<file path="config.mk">
export PLATFORM = sky130hd
export DESIGN_NAME = arith_flag_gen
export DESIGN_NICKNAME = d
export VERILOG_FILES = /design/src/rtl/fg_pkg.sv /design/src/rtl/fg_carry_chain.sv /design/src/rtl/fg_parity.sv /design/src/rtl/fg_status.sv /design/src/rtl/arith_flag_gen.sv
export SDC_FILE = /design/constraint.sdc
export NUM_CORES = 1
export LEC_CHECK = 0
export ABC_AREA = 0
export BUFFER_PORTS_ARGS = -buffer_cell sky130_fd_sc_hd__buf_2
export CORE_MARGIN = 8
export CORE_UTILIZATION = 42
export DETAILED_ROUTE_END_ITERATION = 12
export HOLD_SLACK_MARGIN = 0.06
export PLACE_DENSITY = 0.76
export SETUP_SLACK_MARGIN = 0.15
export SYNTH_ARGS = -nofsm -noshare
export SYNTH_HDL_FRONTEND = slang
export SYNTH_SLANG_ARGS = --single-unit
</file>
<file path="constraint.sdc">
create_clock -name clk -period 6.23 [get_ports clk]
set_input_delay 0 -clock clk [delete_from_list [all_inputs] [get_ports clk]]
set_output_delay 0 -clock clk [all_outputs]
set_load 0.02 [all_outputs]
</file>
<file path="src/rtl/fg_pkg.sv">
package fg_pkg;

    localparam int DATA_W = 16;
    localparam int HALF_W = DATA_W / 2;
    localparam int NIB_W  = 4;

    // Flag word bit positions
    localparam int POS_CF = 0;
    localparam int POS_PF = 2;
    localparam int POS_AF = 4;
    localparam int POS_ZF = 6;
    localparam int POS_SF = 7;
    localparam int POS_TF = 8;
    localparam int POS_OF = 11;
    localparam int NUM_CTL = 3;

    // Bits with a fixed value
    localparam logic [15:0] FIXED_ONES = 16'h0002;

    typedef enum logic [1:0] {
        OP_ADD = 2'b00,
        OP_ADC = 2'b01,
        OP_SUB = 2'b10,
        OP_SBB = 2'b11
    } op_e;

    typedef struct packed {
        logic                cf;
        logic                pf;
        logic                af;
        logic                zf;
        logic                sf;
        logic                of;
    } status_t;

    typedef struct packed {
        logic [DATA_W-1:0]   res;
        status_t             st;
        logic [NUM_CTL-1:0]  ctl;
    } state_t;

endpackage

</file>
<file path="src/rtl/fg_carry_chain.sv">
module fg_carry_chain #(
    parameter int W = 16
) (
    input  logic [W-1:0] a,
    input  logic [W-1:0] b,
    input  logic         sub,
    input  logic         cin,
    output logic [W-1:0] sum,
    output logic [W:0]   carry
);
    // Subtract runs as a + ~b + ~borrow.
    // carry[i] is the carry entering bit i.
    assign carry[0] = cin;

    for (genvar i = 0; i < W; i++) begin : g_bit
        logic bi;
        assign bi         = b[i] ^ sub;
        assign sum[i]     = a[i] ^ bi ^ carry[i];
        assign carry[i+1] = (a[i] & bi) | (carry[i] & (a[i] ^ bi));
    end
endmodule

</file>
<file path="src/rtl/fg_parity.sv">
module fg_parity #(
    parameter int W = 8
) (
    input  logic [W-1:0] d,
    output logic         even
);
    logic [W:0] acc;
    assign acc[0] = 1'b1;

    for (genvar i = 0; i < W; i++) begin : g_acc
        assign acc[i+1] = acc[i] ^ d[i];
    end

    assign even = acc[W];
endmodule

</file>
<file path="src/rtl/fg_status.sv">
module fg_status
    import fg_pkg::*;
#(
    parameter int W = DATA_W
) (
    input  logic [W-1:0] sum,
    input  logic [W:0]   carry,
    input  logic         sub,
    input  logic         wide,
    output logic [W-1:0] res,
    output logic         cf,
    output logic         af,
    output logic         zf,
    output logic         sf,
    output logic         of
);
    localparam int H = W / 2;

    logic c_out, c_msb_in;

    always_comb begin
        if (wide) begin
            res      = sum;
            c_out    = carry[W];
            c_msb_in = carry[W-1];
            sf       = sum[W-1];
        end else begin
            res      = {{(W-H){1'b0}}, sum[H-1:0]};
            c_out    = carry[H];
            c_msb_in = carry[H-1];
            sf       = sum[H-1];
        end
        // In the inverted-operand form a missing carry is a borrow
        cf = c_out ^ sub;
        af = carry[NIB_W] ^ sub;
        of = c_out ^ c_msb_in;
        zf = (res == '0);
    end
endmodule

</file>
<file path="src/rtl/arith_flag_gen.sv">
module arith_flag_gen
    import fg_pkg::*;
(
    input  logic        clk,
    input  logic        rst_n,
    input  logic [15:0] opa,
    input  logic [15:0] opb,
    input  logic        carry_in,
    input  logic [1:0]  op_sel,
    input  logic        wide,
    input  logic        upd_en,
    input  logic [2:0]  ctl_set,
    input  logic [2:0]  ctl_clr,
    output logic [15:0] result,
    output logic [15:0] flags
);
    op_e           op;
    logic          is_sub;
    logic          cin_adj;
    logic [DATA_W-1:0] sum;
    logic [DATA_W:0]   carry;
    logic [DATA_W-1:0] res_n;
    logic          cf_n, af_n, zf_n, sf_n, of_n, pf_n;

    state_t state_d, state_q;

    assign op      = op_e'(op_sel);
    assign is_sub  = (op == OP_SUB) || (op == OP_SBB);
    assign cin_adj = (((op == OP_ADC) || (op == OP_SBB)) & carry_in) ^ is_sub;

    fg_carry_chain #(.W(DATA_W)) u_chain (
        .a     (opa),
        .b     (opb),
        .sub   (is_sub),
        .cin   (cin_adj),
        .sum   (sum),
        .carry (carry)
    );

    fg_status #(.W(DATA_W)) u_stat (
        .sum   (sum),
        .carry (carry),
        .sub   (is_sub),
        .wide  (wide),
        .res   (res_n),
        .cf    (cf_n),
        .af    (af_n),
        .zf    (zf_n),
        .sf    (sf_n),
        .of    (of_n)
    );

    fg_parity #(.W(HALF_W)) u_par (
        .d    (res_n[HALF_W-1:0]),
        .even (pf_n)
    );

    always_comb begin
        state_d = state_q;
        if (upd_en) begin
            state_d.res   = res_n;
            state_d.st.cf = cf_n;
            state_d.st.pf = pf_n;
            state_d.st.af = af_n;
            state_d.st.zf = zf_n;
            state_d.st.sf = sf_n;
            state_d.st.of = of_n;
        end
        for (int i = 0; i < NUM_CTL; i++) begin
            if (ctl_clr[i])
                state_d.ctl[i] = 1'b0;
            else if (ctl_set[i])
                state_d.ctl[i] = 1'b1;
        end
    end

    always_ff @(posedge clk) begin
        if (!rst_n) begin
            state_q       <= '0;
            state_q.st.zf <= 1'b1;
            state_q.st.pf <= 1'b1;
        end else begin
            state_q <= state_d;
        end
    end

    always_comb begin
        flags                             = FIXED_ONES;
        flags[POS_CF]                     = state_q.st.cf;
        flags[POS_PF]                     = state_q.st.pf;
        flags[POS_AF]                     = state_q.st.af;
        flags[POS_ZF]                     = state_q.st.zf;
        flags[POS_SF]                     = state_q.st.sf;
        flags[POS_TF+NUM_CTL-1:POS_TF]    = state_q.ctl;
        flags[POS_OF]                     = state_q.st.of;
    end

    assign result = state_q.res;
endmodule

</file>
==> results of run 1 <==
## final cells by class
type / instances / area (um^2) / share of cell area
inverter: 17 / 63.8 / 0.0302
sequential: 25 / 500 / 0.237
tap: 48 / 60.1 / 0.0284
multi-input combinational: 119 / 1010 / 0.479
clock inverter: 1 / 7.51 / 0.00355
timing repair buffer: 78 / 428 / 0.202
clock buffer: 3 / 41.3 / 0.0195
## worst max-delay path, cell delays in order
cell and delay [ns]:
buf_2 0.14, xnor2_1 0.19, fa_1 0.20, inv_1 0.05, fa_2 0.35, fa_2 0.36, fa_2 0.41, fa_1 0.39
fa_2 0.36, fa_2 0.36, inv_2 0.07, fa_2 0.23, fa_2 0.20, fa_1 0.19, fa_2 0.20, fa_1 0.18
fa_1 0.16, inv_1 0.05, fa_1 0.35, inv_1 0.07, fa_1 0.17, inv_1 0.05, fa_1 0.34, and2_1 0.19
or4_1 0.51, a311oi_1 0.25
## stage by stage
| stage | TNS, ns | std cells |
|---|---|---|
| 2_1_floorplan | 0 | 177 |
| 3_3_place_gp | 0 | 280 |
| 3_5_place_dp | -0.110 | 280 |
| 4_1_cts | 0 | 290 |
| 5_1_grt | 0 | 291 |
| 6_report | 0 | 291 |
## how the worst max path moves through the flow
stage	to	slack, ns
floorplan	flags[11]	0.18
global route	flags[11]	0.17
global placement	flags[11]	0.09
detailed placement	flags[11]	-0.11
CTS	flags[11]	0.20
finish	flags[11]	0.40
## cell families after synthesis
kind of cell | count (synthesis) | synth area share
muxes | 3 | 0.0185
other | 2 | 0.00463
xor gates and xnor gates | 22 | 0.136
DFF | 25 | 0.309
AOI/OAI and AO/OA | 25 | 0.103
and+or+nand+nor | 45 | 0.129
adders and majority gates | 17 | 0.205
buffers and inverters | 33 | 0.0950
## power by group through the flow
stage          Combinational (W)  Sequential (W)  Clock (W)
3_3_place_gp            0.000230        0.000189          0
3_5_place_dp            0.000232        0.000190          0
2_1_floorplan           0.000148        0.000212          0
6_report                0.000243        0.000186  0.0000995
4_1_cts                 0.000236        0.000186   0.000102
5_1_grt                 0.000267        0.000189   0.000108
## layout by cell type, fill, tap and decap left out, types with 2 or more instances in the layout
cell / Yosys / layout
a21oi_1: 9 / 9
nor3_1: 3 / 3
dfxtp_1: 25 / 25
xnor3_1: 2 / 2
xor2_1: 9 / 8
conb_1: 2 / 7
xnor2_1: 11 / 11
fa_2: 0 / 8
mux2i_1: 3 / 3
and2_1: 2 / 2
nor2_1: 17 / 17
inv_1: 16 / 15
buf_4: 7 / 3
a311oi_1: 2 / 2
dlygate4sd3_1: 0 / 6
nand2_1: 11 / 11
o21ai_0: 2 / 2
clkbuf_8: 0 / 3
a211oi_1: 7 / 7
buf_2: 3 / 69
nand3_1: 6 / 6
fa_1: 16 / 8
## synth_stat cells, types with 2 or more instances
library cell   n  area (um^2)
xnor3_1        2         45.0
nor3_1         3         15.0
buf_2          3         15.0
inv_1         16         60.1
nor2_1        17         63.8
and2_1         2         12.5
nand3_1        6         30.0
a211oi_1       7         52.6
mux2i_1        3         30.0
nand2_1       11         41.3
a311oi_1       2         17.5
a21oi_1        9         45.0
fa_1          16          320
clkbuf_1       6         22.5
conb_1         2         7.51
buf_4          7         52.6
xnor2_1       11         96.3
xor2_1         9         78.8
o21ai_0        2         10.0
dfxtp_1       25          500
## what timing repair did
item	4_1_cts	5_1_grt
endpoints found under the setup margin	0	3
gates resized for setup	0	10
endpoints found under the hold margin	3	0
hold buffers	6	0
setup buffers	0	1
## registers in the layout, summed over array words and instances, names as in the netlist
| signal | count |
|---|---|
| result | 16 |
| flags | 9 |
## routing by layer
layer | global-route usage | share of wire
met5 | 0 | 0
met4 | 0.0611 | 0.019
met3 | 0.0285 | 0.062
met2 | 0.203 | 0.46
met1 | 0.161 | 0.45
==> metrics, run 1 <==
outcome=complete, no violations; final period utilization=0.935; gr usage total=0.128; wire per inst=13.2 um; worst-path fanout max=4; final core occ=0.573; first-pass GRT wire length=6500 um; worst rel slew slack=0.548; slew at the pin with the worst max-slew slack=0.673 ns; number of max-cap violations=0; WHS Endpoint=result[10]; Root Buffer=clkbuf_8; Reg-to-Reg Start=flags[10]; Max Slew Vio Count=0; pwr dens=around 250 nW/um^2; htree depth=1; final-layout fill cell count=approximately 360; #FFs+latches synth=25; TritonCTS clock tree=built; clock skew=0 ns; WL final=about 3900 um; Hold Vio Cnt, Final=0; placed wire-length estimate=3140 um; finished layout cell area=between 2000 and 2500 um^2; Yosys cell types=33; IO buf count=69; Die Y=approximately 80 um; Hold Path Stages=3; Synth Flop Type=dfxtp_1; # IOs=77; final setup margin=around 0.4 ns; Worst-Skew Late Latency=0.28 ns; Pwr Total=roughly 0.00053 W; Static Leak=1.01 nW; Overflow after GRT=0; CP endpoint kind=flop; Startpoint Class=input port; RSZ-0062 raised after global routing=no; share of layout cells above drive strength 1=0.354; area of the core=3690 um^2; Hold WS=0.130 ns; die area=6100 um^2; P&R area growth vs syn=30.4%; P_sw=0.000185 W; critical path class=input port to flop; DRT iter0 DRCs=59; sequential group share of total power=0.352; placed cell areas=1970 um^2; critical path arrival=6.01 ns; Hold Crit Class=input port to flop; Worst Reg2Reg Path Length in Cells=3; Final Net Count=306; clock power share=0.188; post-synthesis async set-or-reset flop share=0; Reg clk slew, reported paths=about 0.090 ns; initial antenna violation count=0; die width=78.1 um; CTS Buf Count=3; Core Rows=22; routed vias/inst=4.68; Netlist Area Pre-Place=1620 um^2; IR drop worst, VDD=between 0.00009 and 0.0001 V; Final min period=~5.8 ns; vias in the first global route=1407; fmax=172 MHz; worst hold path startpoint=wide; cell internal pwr=0.000343 W; Mapped Cells=~170; reg2reg end=flags[10]; combinational group share of total power=0.460; Req. time, crit path=6.41 ns; final count of negative-setup-slack endpoints=0; Syn Area/Cell=9.42 um^2; clock buffer depth=2; DRT antenna net count=0; Via Count=1362; largest net degree at the start of global routing=31; pre-CTS WS=-0.110 ns; register area share after synthesis=0.309; Ant. Diodes=0; DRC Markers=0; R2R Setup Slk=about 5.1 ns; switching part of the total power=0.350; Critical Path Start=op_sel[1]; gpl congestion=0.814; Post-synth EDFFs=0; clk sinks=25; router iterations before antenna repair=4; Starting Density=0.439; Ys Warns=0
(Power assumes the default switching activity.)
==> run 2: changes to the inputs <==
- CELL_PAD_IN_SITES_DETAIL_PLACEMENT: not set -> 0
- CELL_PAD_IN_SITES_GLOBAL_PLACEMENT: not set -> 2
- CORE_UTILIZATION: 42 -> 23
- PLACE_DENSITY: 0.76 -> not set
- PLACE_DENSITY_LB_ADDON: not set -> 0.1
- RECOVER_POWER: not set -> 25
==> run 2 against run 1 <==
Net effect: final cell count up 16%; core utilization down 25 points; global-route usage down 3.2 points; register-to-register slack about the same; wire length up 24%; critical path depth unchanged; fmax about the same; count of clock-buffer cells in the layout unchanged; non-clock buffer count unchanged; total power up 1.3%; flip-flop and latch count unchanged.
==> metrics, run 2 (same netlist as run 1, synthesis figures left out) <==
Final TNS setup=0 ns; multi-input combinational cell area=1030 um^2; clk sinks=25; IR drop worst, VDD=0.000100 V; share of layout cells above drive strength 1=0.329; first-pass GRT wire length=7650 um; CTS Buf Count=3; die area=9990 um^2; clock skew=0 ns; # IOs=77; Hold Vio Cnt, Final=0; P&R area growth vs syn=34.6%; Reg clk slew, reported paths=0.10 ns; Req. time, crit path=about 6.4 ns; htree depth=1; area of the core=slightly below 7000 um^2; RSZ-0062 raised after global routing=no; placed wire-length estimate=3820 um; WL final=approximately 4800 um; Post-Place Cells=329; R2R Setup Slk=5.08 ns; TritonCTS clock tree=built; critical path class=input port to flop; final period utilization=0.936; die width=99.9 um; vias in the first global route=approximately 1.5k; final-layout fill cell count=740; most common cell after layout, fill and taps aside=buf_2; slew at the pin with the worst max-slew slack=~0.77 ns; number of max-cap violations=0; Final Non-Filler Cells=339; storage element area=500 um^2; max reg flops=16; Max Slew Vio Count=0; Root Buffer=clkbuf_8; Startpoint Class=input port; outcome=complete, no violations; Final min period=5.83 ns; gr usage total=0.0958; IO buf count=69; Worst-Skew Late Latency=0.27 ns; CP endpoint kind=flop; worst-path fanout max=4; Hold Crit Class=input port to flop; Via Count=1363; Overflow after GRT=0; routed vias/inst=4.02; critical path arrival=6.00 ns; gpl congestion=0.733; Static Leak=between 0.9 and 1 nW; wire per inst=14.1 um; DRT antenna net count=0; Starting Density=0.238; initial antenna violation count=0; DRC Markers=0; largest net degree at the start of global routing=31; commonest non-fill, non-tap cells in the layout=buf_2, dfxtp_1, nor2_1; Die Y=99.9 um; Core Rows=30; router iterations before antenna repair=4; fmax=172 MHz; Ant. Diodes=0; Final Net Count=306; final count of negative-setup-slack endpoints=0; DRT iter0 DRCs=43; pwr dens=roughly 250 nW/um^2; worst rel slew slack=0.486; clock buffer depth=2
-- run 2: cell count changes in the layout (fill, tap and decap cells not counted), moves of 4 or more --
cell,previous run,this run
fa_2,8,12
fa_1,8,4
buf_2,69,56
clkbuf_1,0,12
-- run 2: what timing repair did --
item                       4_1_cts  5_1_grt
hold buffers                     6        0
resized for setup                0       17
setup buffers                    0        0
setup endpoints to repair        0        3
hold endpoints to repair         3        0
-- run 2: final cells by class --
class,count,area share
Multi-Input combinational cell,119,0.473
Inverter,17,0.0293
Sequential cell,25,0.229
Tap cell,96,0.0551
Timing Repair Buffer,78,0.190
Clock inverter,1,0.00344
Clock buffer,3,0.0189
-- run 2: power breakdown --
part,switching [W],internal (W),total [W]
registers,0.00000837,0.000178,0.000186
logic,0.000127,0.000121,0.000248
clock network,0.0000555,0.0000454,0.000101
-- run 2: layer usage --
layer  routed length (um)  GRT usage  vias to the layer above
li1                     -          -                      686
met1                 2060      0.116                      628
met2                 2320      0.158                       45
met3                  381     0.0360                        4
met4                   30     0.0186                        0
met5                    0          0                        -
-- run 2: final timing paths --
kind	startpoint	depth (start not counted)	end
setup / recovery	op_sel[1]	26	flags[11]
hold / removal	wide	3	result[12]
setup reg to reg	flags[10]	3	flags[10]
hold reg to reg	result[15]	2	result[15]
-- run 2: metrics by stage --
step | power (W) | cell area [um^2] | hold WS (ns) | utilization | setup slack [ns]
floorplan | 0.000360 | 1640 | 0.0768 | - | 0.180
detailed placement | 0.000429 | 2040 | 0.169 | 0.300 | -0.104
finish | 0.000535 | 2180 | 0.152 | 0.321 | 0.399
global route | 0.000579 | 2180 | 0.157 | 0.321 | 0.157
global placement | 0.000432 | 2040 | 0.168 | 0.300 | 0.0576
CTS | 0.000539 | 2150 | 0.140 | 0.316 | 0.165
-- run 2: worst max-delay path, cell delays in order --
cell,delay (ns)
clkbuf_4,0.15
xor2_2,0.19
fa_2,0.22
inv_1,0.05
fa_2,0.33
fa_2,0.34
fa_2,0.37
fa_2,0.36
fa_2,0.36
fa_2,0.41
inv_2,0.07
fa_2,0.23
fa_2,0.20
fa_2,0.19
fa_2,0.19
fa_2,0.19
fa_1,0.16
inv_1,0.05
fa_1,0.36
inv_1,0.07
fa_1,0.17
inv_1,0.05
fa_1,0.35
and2_4,0.17
or4_1,0.49
a311oi_1,0.26
==> run 3: changes to the inputs <==
--- a/config.mk
+++ b/config.mk
@@ -9,2 +9,3 @@
 export BUFFER_PORTS_ARGS = -buffer_cell sky130_fd_sc_hd__buf_2
+export CAP_MARGIN = 20
 export CELL_PAD_IN_SITES_DETAIL_PLACEMENT = 0
==> constraint.sdc (replaced) <==
create_clock -name clk -period 6.23 [get_ports clk]
set_input_delay 0.623 -clock clk [delete_from_list [all_inputs] [get_ports clk]]
set_output_delay 0.623 -clock clk [all_outputs]
set_load 0.02 [all_outputs]
==> run 3 against run 2 <==
Net effect: the flow now finishes with violations (negative setup slack); combinational power grew 6%; count of clock-buffer cells in the layout unchanged; sequential share of layout area decreased by 0.53 points.
==> metrics, run 3 (same netlist as run 1, synthesis figures left out) <==
initial antenna violation count=0; final count of negative-setup-slack endpoints=2; area of the core=6790 um^2; die width=around 100 um; routed vias/inst=4.03; clock skew=0 ns; placed cell areas=approximately 2100 um^2; htree depth=1; DRT antenna net count=0; CP endpoint kind=flop; placed wire-length estimate=3780 um; combinational group share of total power=0.476; Die Y=99.9 um; Max stage delay on crit path=0.50 ns; IR drop worst, VDD=0.0000845 V; Final Net Count=305; Worst-Skew Late Latency=approximately 0.28 ns; worst-path fanout max=2; pwr dens=roughly 250 nW/um^2; RSZ-0062 raised after global routing=yes; Reg clk slew, reported paths=~0.09 ns; worst rel slew slack=0.467; Overflow after GRT=0; P_sw=0.000199 W; clock buffer depth=2; most used cell, CP=fa_2; gpl congestion=0.746; Static Leak=0.974 nW; Root Buffer=clkbuf_8; share of layout cells above drive strength 1=0.409; Final TNS setup=-0.124 ns; final-layout fill cell count=735; commonest non-fill, non-tap cells in the layout=buf_2, dfxtp_1, nor2_1; hold_buf cts=0; R2R Setup Slk=5.46 ns; WL final=4720 um; final setup margin=-0.0755 ns; Post-Place Cells=330; P&R area growth vs syn=37.8%; finished layout cell area=between 2000 and 2500 um^2; wire per inst=14.0 um; clk sinks=25; number of max-cap violations=0; DRC Markers=0; most common cell after layout, fill and taps aside=buf_2; Final Non-Filler Cells=338; reg2reg end=flags[6]; Via Count=~1.4k; gr usage total=0.0937; router iterations before antenna repair=4; sequential group share of total power=0.337; Startpoint Class=input port; outcome=complete, but fails checks; Starting Density=0.238; # IOs=between 70 and 80; final core occ=0.329; failing checks=negative setup slack; final period utilization=1.01; WHS Endpoint=result[15]; switching part of the total power=0.359; cell internal pwr=0.000354 W; IO buf count=69; Reg-to-Reg Start=flags[6]; fmax=159 MHz; Final min period=between 6 and 7 ns; Hold Vio Cnt, Final=0; Worst Reg2Reg Path Length in Cells=1; TritonCTS clock tree=built; worst hold path startpoint=result[15]; Ant. Diodes=0; critical path class=input port to flop; Max Slew Vio Count=0; slew at the pin with the worst max-slew slack=slightly below 0.8 ns; vias in the first global route=1545; clock power share=0.187; Core Rows=30; die area=9990 um^2; Hold Crit Class=flop to flop; first-pass GRT wire length=7470 um; Hold Path Stages=2; max reg flops=16; largest net degree at the start of global routing=31; critical path arrival=6.48 ns; Req. time, crit path=6.40 ns; CTS Buf Count=3; slowest CP cell=or4_4; DRT iter0 DRCs=41; pre-CTS WS=-0.487 ns
run 3: cell count changes in the layout (fill, tap and decap cells not counted), moves of 2 or more:
| cell | previous run | this run |
|---|---|---|
| buf_2 | 56 | 54 |
| buf_4 | 3 | 7 |
| buf_6 | 0 | 5 |
| dlygate4sd3_1 | 6 | 0 |
| fa_1 | 4 | 0 |
| fa_2 | 12 | 16 |
| inv_1 | 15 | 10 |
| inv_2 | 1 | 6 |
run 3: layout make-up:
class	count	area, um^2	share of cell area
repair buffers	77	420	0.188
inverters	17	63.8	0.0286
flip-flops and latches	25	500	0.224
multi-input cells	119	1080	0.483
clock inverters	1	7.51	0.00336
clock buffers	3	41.3	0.0185
well taps	96	120	0.0538
run 3: timing repair:
action	CTS	global route
resized for setup	10	3
endpoints found under the hold margin	0	0
pin swaps	3	6
setup endpoints to repair	3	5
buffers inserted	1	3
run 3: how the worst max path moves through the flow:
stage	start	endpoint	slack (ns)
CTS	carry_in	flags[11]	-0.12
global placement	op_sel[1]	flags[11]	-0.38
detailed placement	op_sel[1]	flags[11]	-0.49
floorplan	op_sel[1]	flags[11]	-0.18
global route	carry_in	flags[11]	-0.29
finish	carry_in	flags[11]	-0.08
run 3: power groups by stage:
stage	clock [W]	sequential (W)	combinational (W)
floorplan	0	0.000212	0.000161
global placement	0	0.000190	0.000258
detailed placement	0	0.000190	0.000257
CTS	0.000109	0.000187	0.000264
global route	0.000113	0.000189	0.000293
finish	0.000103	0.000187	0.000263
run 3: per-stage QoR:
step,hold slack (ns),power (W)
2_1_floorplan,0.530,0.000374
3_3_place_gp,0.443,0.000449
3_5_place_dp,0.445,0.000447
4_1_cts,0.457,0.000560
5_1_grt,0.485,0.000595
6_report,0.458,0.000553
run 3: critical path: cells and delay by family:
kind            cells  cell delay [ns]
xor+xnor            1             0.18
compound gates      1             0.23
simple gates        3             0.72
buf+inv             6             0.32
fa+ha+maj          16             4.39
run 3: metal layers:
metal | vias up | GRT usage | wire [um]
met5 | - | 0 | 0
met4 | 0 | 0.0373 | 47
met3 | 2 | 0.0221 | 299
met2 | 46 | 0.154 | 2220
met1 | 629 | 0.114 | 2160
li1 | 686 | - | -
